$ cat config.mk
export PLATFORM = sky130hd
export DESIGN_NAME = planar_route_unit
export DESIGN_NICKNAME = d
export VERILOG_FILES = /design/src/rtl/planar_route_pkg.sv /design/src/rtl/rt_dim_step.sv /design/src/rtl/rt_plane_pick.sv /design/src/rtl/rt_port_mask.sv /design/src/rtl/planar_route_unit.sv
export SDC_FILE = /design/constraint.sdc
export NUM_CORES = 1
export LEC_CHECK = 0
export CAP_MARGIN = 20
export CORE_AREA = 10 10 47 49
export DETAILED_ROUTE_END_ITERATION = 6
export DIE_AREA = 0 0 57 59
export DONT_BUFFER_PORTS = 1
export GPL_ROUTABILITY_DRIVEN = 0
export PLACE_DENSITY = 0.69
export REMOVE_ABC_BUFFERS = 1
export SETUP_SLACK_MARGIN = 0.2
export SYNTH_ARGS = -nofsm -noshare
export SYNTH_HDL_FRONTEND = slang
export SYNTH_SLANG_ARGS = --single-unit
$ cat constraint.sdc
create_clock -name clk -period 4.05 [get_ports clk]
set_input_delay 0.81 -clock clk [delete_from_list [all_inputs] [get_ports clk]]
set_output_delay 0.81 -clock clk [all_outputs]
set_load 0.02 [all_outputs]
$ cat src/rtl/planar_route_pkg.sv
package planar_route_pkg;

    typedef enum logic [1:0] {
        STEP_NONE  = 2'b00,
        STEP_PLUS  = 2'b01,
        STEP_MINUS = 2'b10
    } step_e;

    localparam int MAX_CW = 16;

    // Direction of travel along one dimension from the sign of (dst - cur).
    function automatic step_e step_of(input logic [MAX_CW-1:0] cur,
                                      input logic [MAX_CW-1:0] dst);
        if (dst > cur)      return STEP_PLUS;
        else if (dst < cur) return STEP_MINUS;
        else                return STEP_NONE;
    endfunction

    function automatic int width_of(input int n);
        return (n > 1) ? $clog2(n) : 1;
    endfunction

endpackage

$ cat src/rtl/rt_dim_step.sv
module rt_dim_step
    import planar_route_pkg::*;
#(
    parameter int NDIM = 3,
    parameter int CW   = 4
) (
    input  logic [NDIM*CW-1:0] i_cur,
    input  logic [NDIM*CW-1:0] i_dst,
    output logic [NDIM-1:0]    o_plus,
    output logic [NDIM-1:0]    o_minus,
    output logic [NDIM-1:0]    o_zero
);
    for (genvar d = 0; d < NDIM; d++) begin : g_dim
        step_e st;
        assign st = step_of(MAX_CW'(i_cur[d*CW +: CW]), MAX_CW'(i_dst[d*CW +: CW]));
        assign o_plus[d]  = (st == STEP_PLUS);
        assign o_minus[d] = (st == STEP_MINUS);
        assign o_zero[d]  = (st == STEP_NONE);
    end
endmodule

$ cat src/rtl/rt_plane_pick.sv
module rt_plane_pick #(
    parameter int NDIM = 3,
    parameter int PW   = 1
) (
    input  logic [PW-1:0]   i_plane_in,
    input  logic [NDIM-1:0] i_zero,
    output logic [PW-1:0]   o_plane
);
    localparam int NPLANE = NDIM - 1;
    localparam logic [PW-1:0] LAST = PW'(NPLANE - 1);

    always_comb begin
        logic [PW-1:0] eff;
        eff = (i_plane_in > LAST) ? LAST : i_plane_in;
        // Exit rule: leave plane p once its lowest dimension p is resolved.
        for (int p = 0; p < NPLANE - 1; p++) begin
            if (eff == PW'(p) && i_zero[p]) eff = PW'(p + 1);
        end
        o_plane = eff;
    end
endmodule

$ cat src/rtl/rt_port_mask.sv
module rt_port_mask #(
    parameter int NDIM = 3,
    parameter int PW   = 1
) (
    input  logic [PW-1:0]     i_plane,
    input  logic [NDIM-1:0]   i_plus,
    input  logic [NDIM-1:0]   i_minus,
    input  logic [NDIM-1:0]   i_zero,
    output logic [2*NDIM:0]   o_mask
);
    always_comb begin
        o_mask = '0;
        for (int d = 0; d < NDIM; d++) begin
            if (d == int'(i_plane) || d == int'(i_plane) + 1) begin
                o_mask[2*d]     = i_plus[d];
                o_mask[2*d + 1] = i_minus[d];
            end
        end
        o_mask[2*NDIM] = &i_zero;
    end
endmodule

$ cat src/rtl/planar_route_unit.sv
module planar_route_unit
    import planar_route_pkg::*;
#(
    parameter int NDIM         = 3,
    parameter int CW           = 4,
    parameter int VC_PER_PLANE = 2,
    localparam int NPLANE      = NDIM - 1,
    localparam int PW          = width_of(NPLANE),
    localparam int VCW         = width_of(NPLANE * VC_PER_PLANE),
    localparam int NPORT       = 2 * NDIM + 1
) (
    input  logic               clk,
    input  logic               rst,
    input  logic               i_head_valid,
    input  logic               i_tail_done,
    input  logic [NDIM*CW-1:0] i_cur,
    input  logic [NDIM*CW-1:0] i_dst,
    input  logic [PW-1:0]      i_plane_in,
    output logic               o_busy,
    output logic               o_route_valid,
    output logic [NPORT-1:0]   o_port_mask,
    output logic [PW-1:0]      o_plane,
    output logic [VCW-1:0]     o_vc
);
    logic [NDIM-1:0]  plus, minus, zero;
    logic [PW-1:0]    eff_plane;
    logic [NPORT-1:0] mask_next;
    logic             accept;

    rt_dim_step #(.NDIM(NDIM), .CW(CW)) i_step (
        .i_cur(i_cur), .i_dst(i_dst),
        .o_plus(plus), .o_minus(minus), .o_zero(zero)
    );

    rt_plane_pick #(.NDIM(NDIM), .PW(PW)) i_pick (
        .i_plane_in(i_plane_in), .i_zero(zero), .o_plane(eff_plane)
    );

    rt_port_mask #(.NDIM(NDIM), .PW(PW)) i_mask (
        .i_plane(eff_plane), .i_plus(plus), .i_minus(minus),
        .i_zero(zero), .o_mask(mask_next)
    );

    assign accept = i_head_valid && !o_busy;

    always_ff @(posedge clk) begin
        if (rst) begin
            o_busy        <= 1'b0;
            o_route_valid <= 1'b0;
            o_port_mask   <= '0;
            o_plane       <= '0;
            o_vc          <= '0;
        end else begin
            o_route_valid <= accept;
            if (o_busy && i_tail_done) begin
                o_busy      <= 1'b0;
                o_port_mask <= '0;
                o_plane     <= '0;
                o_vc        <= '0;
            end else if (accept) begin
                o_busy      <= 1'b1;
                o_port_mask <= mask_next;
                o_plane     <= eff_plane;
                o_vc        <= VCW'(eff_plane) * VCW'(VC_PER_PLANE);
            end
        end
    end
endmodule

==> Word-level counts from Yosys, hierarchy flattened <==
Index checks and enable logic that the tools add are counted.
{ "word_totals": {"ff_bits": 10, "input_bits": 29, "out_inout_bits": 12, "elab_cells": 45} }
{ "classes": {"addsub": 1, "magnitude_cmp": 7, "eq_ne": 8, "muxes": 11, "bitwise": 2, "n_reduce_logical": 12} }
{ "ops": {"columns": ["op", "n"], "rows": [
  ["equality test 2 x 32 -> 1 bit (first input constant)", 1],
  ["equality test 3 x 32 -> 1 bit (first input constant)", 1],
  ["zero test 32 bit", 1],
  ["2-to-1 mux 2 bit", 9],
  ["greater-than comparator 4 bit", 3],
  ["less-than comparator 4 bit", 3],
  ["equality test 2 x 1 -> 1 bit (second input constant)", 3],
  ["equality test 2 bit (second input constant)", 3],
  ["zero test 2 bit", 3],
  ["logical AND 1 bit", 3],
  ["AND reduction 3 bit", 1],
  ["adder 1 x 1 -> 2 bit (second input constant)", 1],
  ["logical OR 1 bit", 2],
  ["2-to-1 mux 1 bit", 2],
  ["NOT 1 bit", 2],
  ["OR reduction 2 bit", 1],
  ["greater-than comparator 1 bit (second input constant)", 1],
  ["zero test 1 bit", 1]
]} }

==> Depth between registers and ports, before layout <==
{ "depth": {"word_depth": 10, "ltp_mapped": 7, "depth_no_buf": 7} }

==> Cells and area by module <==
A second synthesis with hierarchy kept.
{ "hier_totals": {"hier_cells": 109, "hier_area_um2": 902.1} }
{ "by_module_without_submodules": {"columns": ["mod", "instances", "cells_each", "area_per_inst_um2", "seq_area_each_um2"], "rows": [
  ["planar_route_unit", 1, 47, 493.0, 200.2],
  ["rt_dim_step", 1, 54, 356.6, 0.0],
  ["rt_port_mask", 1, 7, 46.3, 0.0],
  ["rt_plane_pick", 1, 1, 6.3, 0.0]
]} }

==> Worst setup path before layout <==
OpenSTA, ideal clock, no wires.
{ "synth_path": {"kind": "input-to-reg", "start": "in i_cur[6]", "end": "reg o_port_mask[2]", "setup_ns": 0.117, "arrival_time_ns": 1.707, "t_required_ns": 3.933, "setup_slack_ns": 2.226, "stages": 7, "n_path_buf": 0, "cell_sequence": "inv_1 > ha_1 > a21o_1 > a21oi_2 > a21oi_2 > a22oi_1 > nor2_1"} }
{ "synth_via": {"elab_chain_len": 5, "elab_cells_between_ends": 6, "cone_classes": "2 x order compare; 1 x eq/ne; 3 x mux"} }
{ "synth_rtl": {"columns": ["element", "line", "source"], "rows": [
  ["start: declaration", "planar_route_unit.sv:16", "input logic [NDIM*CW-1:0] i_cur,"],
  ["less-than comparator 4 bit", "planar_route_pkg.sv:15", "else if (dst < cur) return STEP_MINUS;"],
  ["2-to-1 mux 2 bit", "planar_route_pkg.sv:15", null],
  ["2-to-1 mux 2 bit *", "planar_route_pkg.sv:14", "if (dst > cur) return STEP_PLUS;"],
  ["equality test 2 x 1 -> 1 bit *", "rt_dim_step.sv:16", "assign o_plus[d] = (st == STEP_PLUS);"],
  ["2-to-1 mux 2 bit *", "rt_port_mask.sv:14", "if (d == int'(i_plane) || d == int'(i_plane) + 1) begin"],
  ["end signal: assignment", "planar_route_unit.sv:62", "o_port_mask <= mask_next;"],
  ["end: declaration", "planar_route_unit.sv:21", "output logic [NPORT-1:0] o_port_mask,"]
]} }
Mark *: on every way between the ends. The rest lies on a longest branch, timed or not.
A chain may end at the register's enable or synchronous reset.

==> summary.md <==
| Metric | Value |
|---|---|
| Outcome | complete, no violations |
| Mapped cell area | 713.2 µm² |
| Layout cells sized above 1 | 0.1609 |
| Slew Limit Fails | 0 |
| Synth area leader | dfxtp_1 |
| Fmax | 0.6061 GHz |
| Starting Density | 0.5089 |
| First-pass detailed-route iteration total | 4 |
| Post-synth ARST share | 0 |
| Vias per cell | 5.660 |
| Crit path from | o_vc[1] |
| DP HPWL | 1479 µm |
| Clk buf depth | 2 |
| Yosys top cell area share | 0.2807 |
| Setup violators final | 0 |
| Synth Area in Compound Gates | 0.1912 |
| Largest family of logic cells by synthesized area | simple AND/OR/NAND/NOR gates |
| Antenna-violating nets left | 0 |
| Clock sinks | 10 |
| Reg2reg end | o_vc[1] |
| Synthesized instance count | 85 |
| GRT overflow | 0 |
| Clock slew at reported path FFs | 0.06 ns |
| # resized after CTS | 0 |
| Worst-Skew Late Latency | 0.27 ns |
| Tot GR Track Use | 0.09961 |
| Layout area overhead | 5.790% |
| Final nets | 129 |
| Max Cap Viol | 0 |
| Layout Cells excl Fill | 103 |
| Synth unique cells | 27 |
| Critical Path AT | 0.84 ns |
| Dominant cells by area after synthesis | dfxtp_1 28%, ha_1 21%, inv_1 6.8% |
| Pwr Density | 341.5 nW/µm² |
| Placed Instance Area | 718.2 µm² |
| CP Class | flip-flop to output port |
| Most frequent cell after synthesis | inv_1 |
| Die X | 57 µm |
| Flop2flop setup slack | 2.87 ns |
| Setup crit start kind | flip-flop |
| Fin area | 754.5 µm² |
| RR Startpoint | o_busy |
| RSZ-0062 raised after global routing | false |
| Min cycle time layout | 1.650 ns |
| Dominant synthesized flop cell | dfxtp_1 |
| Hold Crit Class | flip-flop to flip-flop |
| Critical path endpoint category | output port |
| Worst Path Required | 3.24 ns |
| DRC | 0 |
| Fraction of synthesized area in multiplexers | 0 |
| Synth Register Bits | 10 |
| First-pass GRT wire length | 2725 µm |
| Row count | 14 |
| Synth Area in Adders | 0.2105 |
| Core Box Area | 1401 µm² |
| Seq/Total Area, Yosys | 0.2807 |
| Die area | 3363 µm² |
| Synth Area in XOR/XNOR | 0 |
| Max Clock Skew | 0.006063 ns |
| IO buf count | 0 |
| Placed cell count | 99 |
| Setup crit end | o_plane |
| Number of global-route vias before repair | 632 |
| Final hold violations | 0 |
| Initial antenna violation count | 0 |
| Crit share post-route | 0.4074 |
| # fillers | 143 |
| # hold bufs at CTS | 0 |
| TritonCTS clock tree | yes |
| Depth of the most critical reg-to-reg path | 4 |
| Io pins | 41 |
| Total setup buffers inserted after CTS | 0 |
| Drt total wl | 1628 µm |
| Initial DRC count | 6 |
| H-tree levels | 1 |
| Synth Warn # | 0 |
| CTS root buf | clkbuf_4 |
| Simple-Gate Fraction of Synth Area | 0.2228 |
| Setup TNS | 0 ns |
| Largest net degree at the start of global routing | 8 |
| Worst-path maximum fanout | 3 |
| EDFF count, synth | 0 |
| Synth top cells by count | 13 x inv_1, 12 x ha_1, 10 x dfxtp_1 |
| Critical path depth in cells | 0 |
| Syn avg cell area | 8.390 µm² |
| CTS buffer count | 3 |
| Drt wl/cell | 15.81 µm |
| Via count | 583 |
| Die Y | 59 µm |
| VDD IR-drop max | 146.0 µV |
| Antenna cells | 0 |
| P_leak | 0.3695 nW |
[cell families (layout without fill, tap and decap cells)]
family / count (synthesis) / count (layout)
adder cells (fa/ha/maj): 12 / 12
other: 1 / 1
flip-flops: 10 / 10
AND/OR/NAND/NOR: 28 / 28
buffers and inverters: 15 / 17
AO/OA/AOI/OAI: 19 / 19
[layout by cell type (no fill, tap or decap), types with 2 or more instances in the layout]
cell / n
nand2_1: 8
clkbuf_4: 3
nor2_1: 5
a21oi_1: 5
o21ai_1: 4
inv_1: 13
ha_1: 12
a21oi_2: 2
nand3_1: 2
nand4_1: 4
o21ai_2: 3
dfxtp_1: 10
[worst reg2reg max path: stages (launching register included)]
cell	delay, ns
dfxtp_1	0.54
and2b_1	0.25
nor2_2	0.16
nand2_1	0.09
nand2_1	0.08
[per-stage QoR]
| step | power [mW] | util | hold slack (ns) | setup slack [ns] |
|---|---|---|---|---|
| 5_1_grt | 0.2754 | 0.5384 | 0.5856 | 2.347 |
| 2_1_floorplan | 0.1587 | - | 0.5143 | 2.226 |
| 6_report | 0.2577 | 0.5384 | 0.5390 | 2.400 |
| 3_5_place_dp | 0.1696 | 0.5125 | 0.5380 | 2.119 |
| 3_3_place_gp | 0.1666 | 0.5125 | 0.5396 | 2.170 |
| 4_1_cts | 0.2601 | 0.5384 | 0.5472 | 2.390 |
[final cells by class]
class / instances / area [µm²] / share of cell area
clock buffers: 4 / 36.28 / 0.04809
inverters: 13 / 48.80 / 0.06468
multi-input cells: 60 / 449.2 / 0.5954
flip-flops and latches: 10 / 200.2 / 0.2653
well taps: 16 / 20.02 / 0.02653
[worst min path at each step]
stage	startpoint	endpoint	slack, ns	cells past startpoint
floorplan	o_port_mask[6]	o_port_mask[6]	0.51	2
global placement	o_port_mask[6]	o_port_mask[6]	0.54	2
finish	o_port_mask[6]	o_port_mask[6]	0.54	2
detailed placement	o_port_mask[6]	o_port_mask[6]	0.54	2
CTS	o_port_mask[6]	o_port_mask[6]	0.55	2
global route	o_port_mask[5]	o_port_mask[5]	0.59	2
[routing by layer]
layer,wire (µm),GRT usage,vias to the layer above
met3,151,0.04506,5
met1,603,0.09190,255
met2,824,0.1721,30
met5,0,0,-
met4,48,0.07047,0
li1,-,-,293
[power breakdown]
| part | leakage [nW] | internal [mW] | switching (mW) |
|---|---|---|---|
| logic | 0.267 | 0.0216 | 0.0282 |
| registers | 0.0818 | 0.104 | 0.0122 |
| clock network | 0.0210 | 0.0547 | 0.0371 |
[registers in the layout, indices dropped and copies added, names as in the netlist]
signal / flops
o_busy: 1
o_port_mask: 7
o_route_valid: 1
o_vc: 1
Power figures use the tool's default switching activity.
